==> config.mk <==
export PLATFORM = sky130hd
export DESIGN_NAME = rat_alloc_tracker
export DESIGN_NICKNAME = d
export VERILOG_FILES = /design/src/rtl/rat_pkg.sv /design/src/rtl/rat_slot_cost.sv /design/src/rtl/rat_demand.sv /design/src/rtl/rat_file_ctr.sv /design/src/rtl/rat_alloc_tracker.sv
export SDC_FILE = /design/constraint.sdc
export NUM_CORES = 1
export LEC_CHECK = 0
export BUFFER_PORTS_ARGS = -buffer_cell sky130_fd_sc_hd__buf_2
export CAP_MARGIN = 20
export CORE_UTILIZATION = 35
export CTS_CLUSTER_DIAMETER = 60
export CTS_CLUSTER_SIZE = 20
export DETAILED_ROUTE_END_ITERATION = 6
export GPL_ROUTABILITY_DRIVEN = 0
export SKIP_LAST_GASP = 1
export SLEW_MARGIN = 10
export SYNTH_ARGS = -nofsm -noshare
export SYNTH_HDL_FRONTEND = slang
export SYNTH_SLANG_ARGS = --single-unit
==> constraint.sdc <==
create_clock -name clk -period 4.97 [get_ports clk]
set_input_delay 0.994 -clock clk [delete_from_list [all_inputs] [get_ports clk]]
set_output_delay 0.994 -clock clk [all_outputs]
set_load 0.01 [all_outputs]
==> src/rtl/rat_pkg.sv <==
package rat_pkg;

  // Owning file: the logical index space is split evenly across files.
  function automatic int unsigned owner_of(input int unsigned lreg,
                                           input int unsigned n_lregs,
                                           input int unsigned n_files);
    int unsigned span;
    span = (n_lregs >= n_files) ? (n_lregs / n_files) : 1;
    return (lreg / span < n_files) ? (lreg / span) : 0;
  endfunction

  // Registers of the wide file consume two physical entries per rename.
  function automatic int unsigned cost_of(input int unsigned lreg,
                                          input int unsigned n_lregs,
                                          input int unsigned n_files,
                                          input int unsigned wide_file);
    return (owner_of(lreg, n_lregs, n_files) == wide_file) ? 2 : 1;
  endfunction

endpackage

==> src/rtl/rat_slot_cost.sv <==
module rat_slot_cost #(
  parameter int NUM_FILES = 4,
  parameter int NUM_LREGS = 16,
  parameter int WIDE_FILE = 2,
  parameter int CNT_W     = 8,
  localparam int LREG_W   = $clog2(NUM_LREGS)
) (
  input  logic [LREG_W-1:0]          lreg_i,
  input  logic                       en_i,
  input  logic                       zero_i,
  output logic [NUM_FILES*CNT_W-1:0] charge_o
);
  import rat_pkg::*;

  int unsigned owner;
  logic [CNT_W-1:0] cost;

  always_comb begin
    owner    = owner_of(32'(lreg_i), NUM_LREGS, NUM_FILES);
    cost     = CNT_W'(cost_of(32'(lreg_i), NUM_LREGS, NUM_FILES, WIDE_FILE));
    charge_o = '0;
    if (en_i && !zero_i) begin
      // file 0 overlaps every register
      charge_o[0 +: CNT_W] = cost;
      for (int f = 1; f < NUM_FILES; f++) begin
        if (owner == f) charge_o[f*CNT_W +: CNT_W] = cost;
      end
    end
  end

endmodule

==> src/rtl/rat_demand.sv <==
module rat_demand #(
  parameter int NUM_FILES = 4,
  parameter int NUM_LREGS = 16,
  parameter int WIDE_FILE = 2,
  parameter int GROUP     = 2,
  parameter int CNT_W     = 8,
  localparam int LREG_W   = $clog2(NUM_LREGS)
) (
  input  logic                       stb_i,
  input  logic [GROUP-1:0]           en_i,
  input  logic [GROUP-1:0]           zero_i,
  input  logic [GROUP*LREG_W-1:0]    reg_i,
  output logic [NUM_FILES*CNT_W-1:0] demand_o
);

  logic [NUM_FILES*CNT_W-1:0] slot_charge [GROUP];

  for (genvar g = 0; g < GROUP; g++) begin : g_slot
    rat_slot_cost #(
      .NUM_FILES(NUM_FILES), .NUM_LREGS(NUM_LREGS),
      .WIDE_FILE(WIDE_FILE), .CNT_W(CNT_W)
    ) i_cost (
      .lreg_i  (reg_i[g*LREG_W +: LREG_W]),
      .en_i    (stb_i & en_i[g]),
      .zero_i  (zero_i[g]),
      .charge_o(slot_charge[g])
    );
  end

  always_comb begin
    demand_o = '0;
    for (int f = 0; f < NUM_FILES; f++) begin
      for (int g = 0; g < GROUP; g++) begin
        demand_o[f*CNT_W +: CNT_W] = demand_o[f*CNT_W +: CNT_W]
                                   + slot_charge[g][f*CNT_W +: CNT_W];
      end
    end
  end

endmodule

==> src/rtl/rat_file_ctr.sv <==
module rat_file_ctr #(
  parameter int CNT_W = 8,
  parameter int CAP   = 0
) (
  input  logic             clk,
  input  logic             rst_n,
  input  logic [CNT_W-1:0] add_i,
  input  logic [CNT_W-1:0] sub_i,
  input  logic [CNT_W-1:0] need_i,
  output logic [CNT_W-1:0] used_o,
  output logic             busy_o,
  output logic             uflow_o
);
  localparam logic [CNT_W:0] MAX_CNT = {1'b0, {CNT_W{1'b1}}};
  localparam logic [CNT_W:0] CAP_W   = (CNT_W+1)'(CAP);

  logic [CNT_W-1:0] used_q, used_d;
  logic             uf_q, uf_d;
  logic             cnt_en;
  logic [CNT_W:0]   grown;

  // next state
  always_comb begin
    grown = {1'b0, used_q} + {1'b0, add_i};
    if (grown > MAX_CNT) grown = MAX_CNT;
    uf_d  = 1'b0;
    if ({1'b0, sub_i} > grown) begin
      used_d = '0;
      uf_d   = 1'b1;
    end else begin
      used_d = CNT_W'(grown - {1'b0, sub_i});
    end
    cnt_en = (add_i != '0) || (sub_i != '0);
  end

  // registers
  always_ff @(posedge clk or negedge rst_n) begin
    if (!rst_n) begin
      used_q <= '0;
      uf_q   <= 1'b0;
    end else begin
      uf_q <= uf_d;
      if (cnt_en) used_q <= used_d;
    end
  end

  if (CAP == 0) begin : g_unbounded
    assign busy_o = 1'b0;
  end else begin : g_bounded
    assign busy_o = ({1'b0, used_q} + {1'b0, need_i}) > CAP_W;
  end

  assign used_o  = used_q;
  assign uflow_o = uf_q;


  uf_implies_zero_chk: assert property (@(posedge clk) disable iff (!rst_n)
    uf_q |-> (used_q == '0));


  growth_bound_chk: assert property (@(posedge clk) disable iff (!rst_n)
    1'b1 |=> ({1'b0, used_q} <= {1'b0, $past(used_q)} + {1'b0, $past(add_i)}));


  shrink_bound_chk: assert property (@(posedge clk) disable iff (!rst_n)
    1'b1 |=> ({1'b0, used_q} + {1'b0, $past(sub_i)} >= {1'b0, $past(used_q)}));

endmodule

==> src/rtl/rat_alloc_tracker.sv <==
module rat_alloc_tracker #(
  parameter int NUM_FILES  = 4,
  parameter int NUM_LREGS  = 16,
  parameter int GROUP      = 2,
  parameter int CNT_W      = 8,
  parameter int COST_W     = 2,
  parameter int WIDE_FILE  = 2,
  // per-file capacity, file 0 in the low byte; 0 means unlimited
  parameter logic [NUM_FILES*CNT_W-1:0] FILE_CAP = {8'd0, 8'd4, 8'd6, 8'd0},
  localparam int LREG_W    = $clog2(NUM_LREGS),
  localparam int FIDX_W    = (NUM_FILES > 1) ? $clog2(NUM_FILES) : 1
) (
  input  logic                       clk,
  input  logic                       rst_n,
  input  logic [GROUP-1:0]           q_en_i,
  input  logic [GROUP-1:0]           q_zero_i,
  input  logic [GROUP*LREG_W-1:0]    q_reg_i,
  output logic [NUM_FILES-1:0]       busy_o,
  input  logic                       alloc_stb_i,
  input  logic [GROUP-1:0]           alloc_en_i,
  input  logic [GROUP-1:0]           alloc_zero_i,
  input  logic [GROUP*LREG_W-1:0]    alloc_reg_i,
  input  logic                       rel_stb_i,
  input  logic [GROUP-1:0]           rel_en_i,
  input  logic [GROUP-1:0]           rel_zero_i,
  input  logic [GROUP*LREG_W-1:0]    rel_reg_i,
  output logic [NUM_FILES*CNT_W-1:0] used_o,
  output logic [NUM_FILES-1:0]       uflow_o,
  input  logic [LREG_W-1:0]          tbl_idx_i,
  output logic [FIDX_W-1:0]          tbl_owner_o,
  output logic [COST_W-1:0]          tbl_cost_o
);
  import rat_pkg::*;

  logic [NUM_FILES*CNT_W-1:0] need, add, sub;

  rat_demand #(
    .NUM_FILES(NUM_FILES), .NUM_LREGS(NUM_LREGS), .WIDE_FILE(WIDE_FILE),
    .GROUP(GROUP), .CNT_W(CNT_W)
  ) i_query (
    .stb_i(1'b1), .en_i(q_en_i), .zero_i(q_zero_i), .reg_i(q_reg_i),
    .demand_o(need)
  );

  rat_demand #(
    .NUM_FILES(NUM_FILES), .NUM_LREGS(NUM_LREGS), .WIDE_FILE(WIDE_FILE),
    .GROUP(GROUP), .CNT_W(CNT_W)
  ) i_alloc (
    .stb_i(alloc_stb_i), .en_i(alloc_en_i), .zero_i(alloc_zero_i),
    .reg_i(alloc_reg_i), .demand_o(add)
  );

  rat_demand #(
    .NUM_FILES(NUM_FILES), .NUM_LREGS(NUM_LREGS), .WIDE_FILE(WIDE_FILE),
    .GROUP(GROUP), .CNT_W(CNT_W)
  ) i_release (
    .stb_i(rel_stb_i), .en_i(rel_en_i), .zero_i(rel_zero_i),
    .reg_i(rel_reg_i), .demand_o(sub)
  );

  for (genvar f = 0; f < NUM_FILES; f++) begin : g_file
    rat_file_ctr #(
      .CNT_W(CNT_W), .CAP(int'(FILE_CAP[f*CNT_W +: CNT_W]))
    ) i_ctr (
      .clk    (clk),
      .rst_n  (rst_n),
      .add_i  (add[f*CNT_W +: CNT_W]),
      .sub_i  (sub[f*CNT_W +: CNT_W]),
      .need_i (need[f*CNT_W +: CNT_W]),
      .used_o (used_o[f*CNT_W +: CNT_W]),
      .busy_o (busy_o[f]),
      .uflow_o(uflow_o[f])
    );
  end

  always_comb begin
    tbl_owner_o = FIDX_W'(owner_of(32'(tbl_idx_i), NUM_LREGS, NUM_FILES));
    tbl_cost_o  = COST_W'(cost_of(32'(tbl_idx_i), NUM_LREGS, NUM_FILES,
                                  WIDE_FILE));
  end


  zero_idiom_free_chk: assert property (@(posedge clk) disable iff (!rst_n)
    (alloc_stb_i && !rel_stb_i && ((alloc_en_i & ~alloc_zero_i) == '0))
      |=> $stable(used_o));

endmodule

Yosys cells after proc, flatten, opt, wreduce, memory -nomap -nowiden

Index checks and enable logic that the tools add are counted.

Register bits after elaboration: 36
Output and inout bits: 44

Reduce and logical (&&, ||, !) cells: 24
$lt $le $gt $ge: 17
Multiplexer cells: 48
Add/subtract/negate cells: 20
Bitwise logic cells: 4
Eq/ne operators: 17

Operators with widths:

| operator                                             | count |
|---|---|
| two-way mux 26 bit                                   | 4 |
| nonzero test 8 bit                                   | 8 |
| two-way mux 2 bit                                    | 30 |
| adder 8 bit                                          | 7 |
| adder 8 x 8 -> 9 bit                                 | 4 |
| > comparator 9 x 8 -> 1 bit (second input constant)  | 4 |
| two-way mux 18 bit                                   | 2 |
| two-way mux 9 bit                                    | 4 |
| two-way mux 8 bit                                    | 4 |
| > comparator 8 x 9 -> 1 bit                          | 3 |
| subtractor 8 bit                                     | 3 |
| equality test 2 bit (second input constant)          | 11 |
| < comparator 2 x 3 -> 1 bit (second input constant)  | 7 |
| adder 8 x 3 -> 9 bit                                 | 2 |
| > comparator 9 x 3 -> 1 bit (second input constant)  | 2 |
| equality test 2 x 1 -> 1 bit (second input constant) | 6 |
| adder 2 x 2 -> 3 bit                                 | 3 |
| > comparator 3 x 9 -> 1 bit                          | 1 |
| subtractor 8 x 3 -> 8 bit                            | 1 |
| logical AND 1 bit                                    | 6 |
| zero test 1 bit                                      | 6 |
| AND 1 bit                                            | 4 |
| logical OR 1 bit                                     | 4 |
| two-way mux 1 bit                                    | 4 |

Depth between registers and ports, before layout

Word-level depth: 12
Gate-level depth with buffers: 20
Mapped depth without buffers: 20

By module

A second synthesis with hierarchy kept.

Cells, all modules: 1332
Area, all modules: 10965.5 um2

Modules (own cells, without submodules):

| module                          | times used | seq. area each (um2) | cells each | area an instance (um2) |
|---|---|---|---|---|
| rat_slot_cost                   | 6          | 0.0                  | 34         | 271.5 |
| rat_file_ctr at g_file[2].i_ctr | 1          | 225.2                | 165        | 1467.7 |
| rat_file_ctr at g_file[1].i_ctr | 1          | 225.2                | 161        | 1455.1 |
| rat_demand at i_release         | 1          | 0.0                  | 173        | 1343.8 |
| rat_file_ctr at g_file[0].i_ctr | 1          | 225.2                | 151        | 1293.7 |
| rat_file_ctr at g_file[3].i_ctr | 1          | 225.2                | 151        | 1283.7 |
| rat_demand at i_alloc           | 1          | 0.0                  | 162        | 1234.9 |
| rat_demand at i_query           | 1          | 0.0                  | 160        | 1226.2 |
| rat_alloc_tracker               | 1          | 0.0                  | 5          | 31.3 |

Least setup slack after synthesis

OpenSTA, ideal clock, no wires.

Kind: input port to flip-flop
Start point: input port alloc_en_i[0]
End point: register g_file[0].i_ctr.used_q[6]
Data required time: 4.905 ns
Library setup time: 0.065 ns
Stages: 18
Setup slack: 0.400 ns
Arrival: 4.505 ns
Buffers on the path: 0
Cells stage by stage: nor2b_1 -> nand2_1 -> nor2_1 -> ha_1 -> fa_1 -> inv_1 -> fa_1 -> nor2b_1 -> o2111ai_1 -> and2_1 -> ha_1 -> fa_1 -> inv_1 -> a21o_1 -> a21o_1 -> mux2_4 -> a21oi_1 -> o21a_1

Word-level cells in the longest chain between the ends: 9
Elaborated cells between the ends (all ways): 12
Those cells by class: 3 x add/sub; 2 x order compare; 3 x mux; 1 x bitwise; 3 x reduce/logical

Ends and longest elaborated chain:

| element                                                         | RTL line                               | RTL |
|---|---|---|
| start: declaration                                              | rat_alloc_tracker.sv:20                | `input logic [GROUP-1:0] alloc_en_i,` |
| AND 1 bit *                                                     | rat_demand.sv:24                       | `.en_i (stb_i & en_i[g]),` |
| logical AND 1 bit *                                             | rat_slot_cost.sv:22                    | `if (en_i && !zero_i) begin` |
| two-way mux 26 bit *                                            | rat_slot_cost.sv:22                    |  |
| adder 8 bit *                                                   | rat_demand.sv:35                       | `+ slot_charge[g][f*CNT_W +: CNT_W];` |
| adder 8 x 8 -> 9 bit                                            | rat_file_ctr.sv:24                     | `grown = {1'b0, used_q} + {1'b0, add_i};` |
| > comparator 9 x 8 -> 1 bit                                     | rat_file_ctr.sv:25                     | `if (grown > MAX_CNT) grown = MAX_CNT;` |
| two-way mux 9 bit                                               | rat_file_ctr.sv:25                     |  |
| subtractor 8 bit or > comparator 8 x 9 -> 1 bit (tied branches) | rat_file_ctr.sv:31, rat_file_ctr.sv:27 |  |
| two-way mux 8 bit                                               | rat_file_ctr.sv:27                     | `if ({1'b0, sub_i} > grown) begin` |
| end signal: assignment                                          | rat_file_ctr.sv:43                     | `if (cnt_en) used_q <= used_d;` |
| end: declaration                                                | rat_file_ctr.sv:17                     | `logic [CNT_W-1:0] used_q, used_d;` |

Every way passes the cells marked *; elsewhere a longest branch is shown, timed or not.
A chain may end at the register's enable or synchronous reset.

Final worst setup path

Start point: input port alloc_stb_i
End point: register g_file[0].i_ctr.used_q[6]

Word-level cells in the longest chain between the ends: 9
Elaborated cells between the ends (all ways): 15
Those cells by class: 3 x add/sub; 2 x order compare; 4 x mux; 2 x bitwise; 4 x reduce/logical

Ends and longest elaborated chain:

| element                                                         | RTL line                               | RTL |
|---|---|---|
| start: declaration                                              | rat_alloc_tracker.sv:19                | `input logic alloc_stb_i,` |
| AND 1 bit                                                       | rat_demand.sv:24                       |  |
| logical AND 1 bit                                               | rat_slot_cost.sv:22                    |  |
| two-way mux 26 bit                                              | rat_slot_cost.sv:22                    |  |
| adder 8 bit *                                                   | rat_demand.sv:35                       |  |
| adder 8 x 8 -> 9 bit                                            | rat_file_ctr.sv:24                     |  |
| > comparator 9 x 8 -> 1 bit                                     | rat_file_ctr.sv:25                     |  |
| two-way mux 9 bit                                               | rat_file_ctr.sv:25                     |  |
| subtractor 8 bit or > comparator 8 x 9 -> 1 bit (tied branches) | rat_file_ctr.sv:31, rat_file_ctr.sv:27 |  |
| two-way mux 8 bit                                               | rat_file_ctr.sv:27                     |  |

Marked as above.

==> summary by stage <==
Status
The run finished with clean final reports.

Setup path
The path type of the worst setup path is primary input to flip-flop. The highest-delay cell along the critical path is sky130_fd_sc_hd__fa_1. The cell that appears most often on the critical path is sky130_fd_sc_hd__fa_1. The number of stages on the worst setup path is 19. The number of buffers and inverters on the critical path is 3.

The data required time of the worst path is 5.19 ns. Grouping stages by cell kind, the critical path spends the most delay in adder cells. STA classifies the critical path startpoint as a primary input. In this run the worst path has a maximum fanout of 5.

On the worst path, the slowest cell contributes a delay of 0.50 ns. The signal on the critical path passes through buf_2 -> nand2_1 -> or2_2 -> nor2_1 -> ha_1 -> fa_1 -> inv_1 -> fa_1 -> nor2b_1 -> o2111ai_1 -> and2_1 -> ha_1 -> fa_1 -> inv_1 -> a21o_1 -> a21o_1 -> mux2_4 -> a21oi_1 -> o21a_1. The setup slack of the most critical reg-to-reg path is 1.46 ns. The endpoint kind of the worst setup timing path is a flip-flop.

The data arrival at the endpoint of the critical path is 4.85 ns. The worst reg-to-reg path cell count is 15.

Die
The core area is 12670 sq um. The cell row count is 41. From bottom edge to top edge, the die measures 116.2 um. The die outline width is 116.2 um. The initial utilization of the core area, before any placement, comes to 35.99%.

The floorplan step defined a die boundary enclosing 13490 sq um. Pin placement for this block handled 88 I/O pins.

Routing
The routed design has 11370 um of wire. The count of nets left with antenna violations once routing finished came out at 0. The per-cell routed wire length is 14.02 um. The detailed router placed 4287 vias in this run. The via-per-instance ratio is 5.286.

Before antenna repair, the detailed router went through 4 iterations. In the routed design, unresolved DRC markers number 0. The initial DRC count is 267.

Place
The detailed placer's ending HPWL is 9045 um. The placed instance area is 5141 sq um. The placement-stage worst setup slack is 0.06102 ns. Input and output buffers added on the ports amount to 71.

Global route
The number of global-route vias before repair was 4055. The initial antenna violation count is 0. Global routing used 17.60% of the available tracks. The maximum number of pins on one net before global-route repair is 37. The first-pass GRT wire length is 18930 um.

The remaining global-route overflow is 0.

Run
The number of maximum-capacitance violations is 0.

Logic synthesis
The commonest cells after synthesis are sky130_fd_sc_hd__nand2_1 (59), sky130_fd_sc_hd__nor2_1 (50), sky130_fd_sc_hd__ha_1 (47). The total number of yosys warnings is 0. The async set-reset flop share out of synthesis is 100.0%. After synthesis, the mean cell area works out to 8.188 sq um. After synthesis, flip-flops and latches occupy 19.75% of the total area. In this run, synthesis produced a sequential element count of 36. The number of different library cells in the post-synthesis netlist is 79.

Among all cell types in the netlist, the one instantiated most often is sky130_fd_sc_hd__nand2_1. The synthesized design contains 0 enable-type register cells. The most used flip-flop cell after synthesis is sky130_fd_sc_hd__dfrtp_1. The top cell type's share of synthesized area is 19.75%. Summed over all instances, the cell type with the most area after synthesis is sky130_fd_sc_hd__dfrtp_1. By area the synthesized netlist is led by sky130_fd_sc_hd__dfrtp_1 (20%), sky130_fd_sc_hd__ha_1 (13%), sky130_fd_sc_hd__fa_1 (7.0%), sky130_fd_sc_hd__nand2_1 (4.9%), sky130_fd_sc_hd__nor2_1 (4.1%). The post-synthesis instance total is 557. In this run the cell area of the synthesized design comes to 4561 sq um.

Clock tree
The buffers inserted during post-CTS setup optimization is 0. CTS saw 36 sinks. Clock latency on the worst-skew pair, taken at its later pin, is 0.29 ns. The H-tree generated during clock tree synthesis spans 2 levels. Post-CTS repair changed the size of 0 cells. Clock tree synthesis selected as its root buffer the cell sky130_fd_sc_hd__clkbuf_16.

The CTS tree is done. The clock slew seen by the registers of the worst setup and hold paths is 0.06 ns. The total clock buffers created by CTS is 5.

The number of buffers on the longest clock path is 2. The number of buffers inserted for hold repair after clock tree synthesis is 0.

Finish
The layout has 1298 filler cells. The footprint of the multi-input gates is 3358 sq um. The number of antenna diodes in the final layout is 0. In the final layout, flip-flops and latches occupy 900.9 sq um.

In the final design database the tool counted 745 nets. Cells with a size suffix above 1 make up 19.72% of the layout. The area growth from synthesis to layout is 16.41%. The design area is 5309 sq um. The core occupancy in the finished layout is 41.90%.

Power and ir drop
The power consumption is 0.002757 W. For this design the ratio of total power to cell area is 519.4 nW/um^2. The reported leakage power is 2.566 nW. IR analysis of the VDD net gives a maximum drop of 172.9 uV.

STA
Setup repair after global routing left no endpoint under its margin. The number of max-slew violations in the final report is 0. The setup TNS is 0 ns. The clock arrives with 0.007655 ns of skew.

The timing-limited maximum frequency is 216.0 MHz. In this run the tightest slew margin relative to its limit is 38.75%. The time the worst path needs with I/O delays and setup is 4.629 ns. The slack of the critical path is 0.3408 ns. The final hold violation count is 0. For the pin with the worst max-slew slack, the measured transition is 0.9188 ns. Setup violations remaining at the end of the flow were counted as 0. The post-route clock period utilization is 93.14%.

Min path
The path class of the tightest hold or removal check is flip-flop to flip-flop. The instance count along the most critical hold path is 2.
==> worst min-delay path: stages (launching register included) <==
cell	delay (ns)
sky130_fd_sc_hd__dfrtp_1	0.37
sky130_fd_sc_hd__nand2_1	0.06
sky130_fd_sc_hd__o31ai_1	0.06
==> worst paths after layout <==
check                                                      start                                     to
setup / recovery                                     alloc_stb_i  g_file[0].i_ctr.used_o[6]$_DFFE_PN0P_
hold reg to reg            g_file[3].i_ctr.used_o[0]$_DFFE_PN0P_  g_file[3].i_ctr.used_o[0]$_DFFE_PN0P_
setup reg to reg           g_file[2].i_ctr.used_o[2]$_DFFE_PN0P_  g_file[2].i_ctr.used_o[5]$_DFFE_PN0P_
max in group asynchronous                                  rst_n      g_file[1].i_ctr.uflow_o$_DFF_PN0_
hold / removal             g_file[3].i_ctr.used_o[0]$_DFFE_PN0P_  g_file[3].i_ctr.used_o[0]$_DFFE_PN0P_
min in group asynchronous                                  rst_n  g_file[2].i_ctr.used_o[5]$_DFFE_PN0P_
==> state kept, by name, indices dropped and copies added, names as in the netlist <==
name,count
g_file.i_ctr.used_o,32
g_file.i_ctr.uflow_o,4
==> logic make-up after synthesis <==
group | Yosys count | share of synthesized area [%]
simple gates | 220 | 25.95
other cells | 1 | 0.08223
buf+inv | 72 | 7.517
compound gates | 133 | 20.25
mux | 7 | 1.728
fa+ha+maj | 63 | 19.92
xor+xnor | 25 | 4.801
flops | 36 | 19.75
==> placed cells by master (no fill, tap or decap), types with 4 or more instances in the layout <==
| cell | count |
|---|---|
| sky130_fd_sc_hd__buf_2 | 71 |
| sky130_fd_sc_hd__nand2_1 | 59 |
| sky130_fd_sc_hd__nor2_1 | 50 |
| sky130_fd_sc_hd__ha_1 | 47 |
| sky130_fd_sc_hd__inv_1 | 45 |
| sky130_fd_sc_hd__a21oi_1 | 37 |
| sky130_fd_sc_hd__dfrtp_1 | 36 |
| sky130_fd_sc_hd__buf_4 | 19 |
| sky130_fd_sc_hd__nand3_1 | 18 |
| sky130_fd_sc_hd__xor2_1 | 16 |
| sky130_fd_sc_hd__o21ai_0 | 16 |
| sky130_fd_sc_hd__fa_1 | 16 |
| sky130_fd_sc_hd__nor2b_1 | 14 |
| sky130_fd_sc_hd__o31ai_1 | 13 |
| sky130_fd_sc_hd__conb_1 | 12 |
| sky130_fd_sc_hd__and2_1 | 11 |
| sky130_fd_sc_hd__a21o_1 | 9 |
| sky130_fd_sc_hd__xnor2_1 | 9 |
| sky130_fd_sc_hd__nor3_1 | 9 |
| sky130_fd_sc_hd__nand2b_1 | 7 |
| sky130_fd_sc_hd__and3_1 | 7 |
| sky130_fd_sc_hd__nor3b_1 | 7 |
| sky130_fd_sc_hd__a31oi_1 | 6 |
| sky130_fd_sc_hd__o21ai_1 | 5 |
| sky130_fd_sc_hd__clkbuf_16 | 5 |
| sky130_fd_sc_hd__nor4bb_1 | 4 |
| sky130_fd_sc_hd__or2_2 | 4 |
| sky130_fd_sc_hd__nand4_1 | 4 |
| sky130_fd_sc_hd__a31o_2 | 4 |
| sky130_fd_sc_hd__o211ai_1 | 4 |
==> final cells by class <==
class | count | area share, %
Tap cell | 172 | 4.054
Clock buffer | 5 | 2.357
Inverter | 45 | 3.182
Clock inverter | 3 | 0.8013
Sequential cell | 36 | 16.97
Timing Repair Buffer | 90 | 9.380
Multi-Input combinational cell | 460 | 63.26
==> routing by layer <==
| metal | wire length [um] | global-route usage, % |
|---|---|---|
| met1 | 5190 | 21.94 |
| met5 | 0 | 0 |
| met2 | 5580 | 32.18 |
| met3 | 475 | 2.335 |
| met4 | 121 | 3.846 |
==> metrics by stage <==
step                      instances  hold slack (ns)
after global routing            811           0.5670
after global placement          803           0.5140
final                           811           0.5223
after floorplan                 568           0.5403
after detailed placement        803           0.5041
after CTS                       811           0.5256
==> where the power goes <==
group	switching [W]	internal (W)	total [W]
Sequential	0.000251	0.000419	0.000670
Clock	0.000129	0.000236	0.000365
Combinational	0.000925	0.000797	0.00172
Total	0.00131	0.00145	0.00276
(Power assumes the default switching activity.)
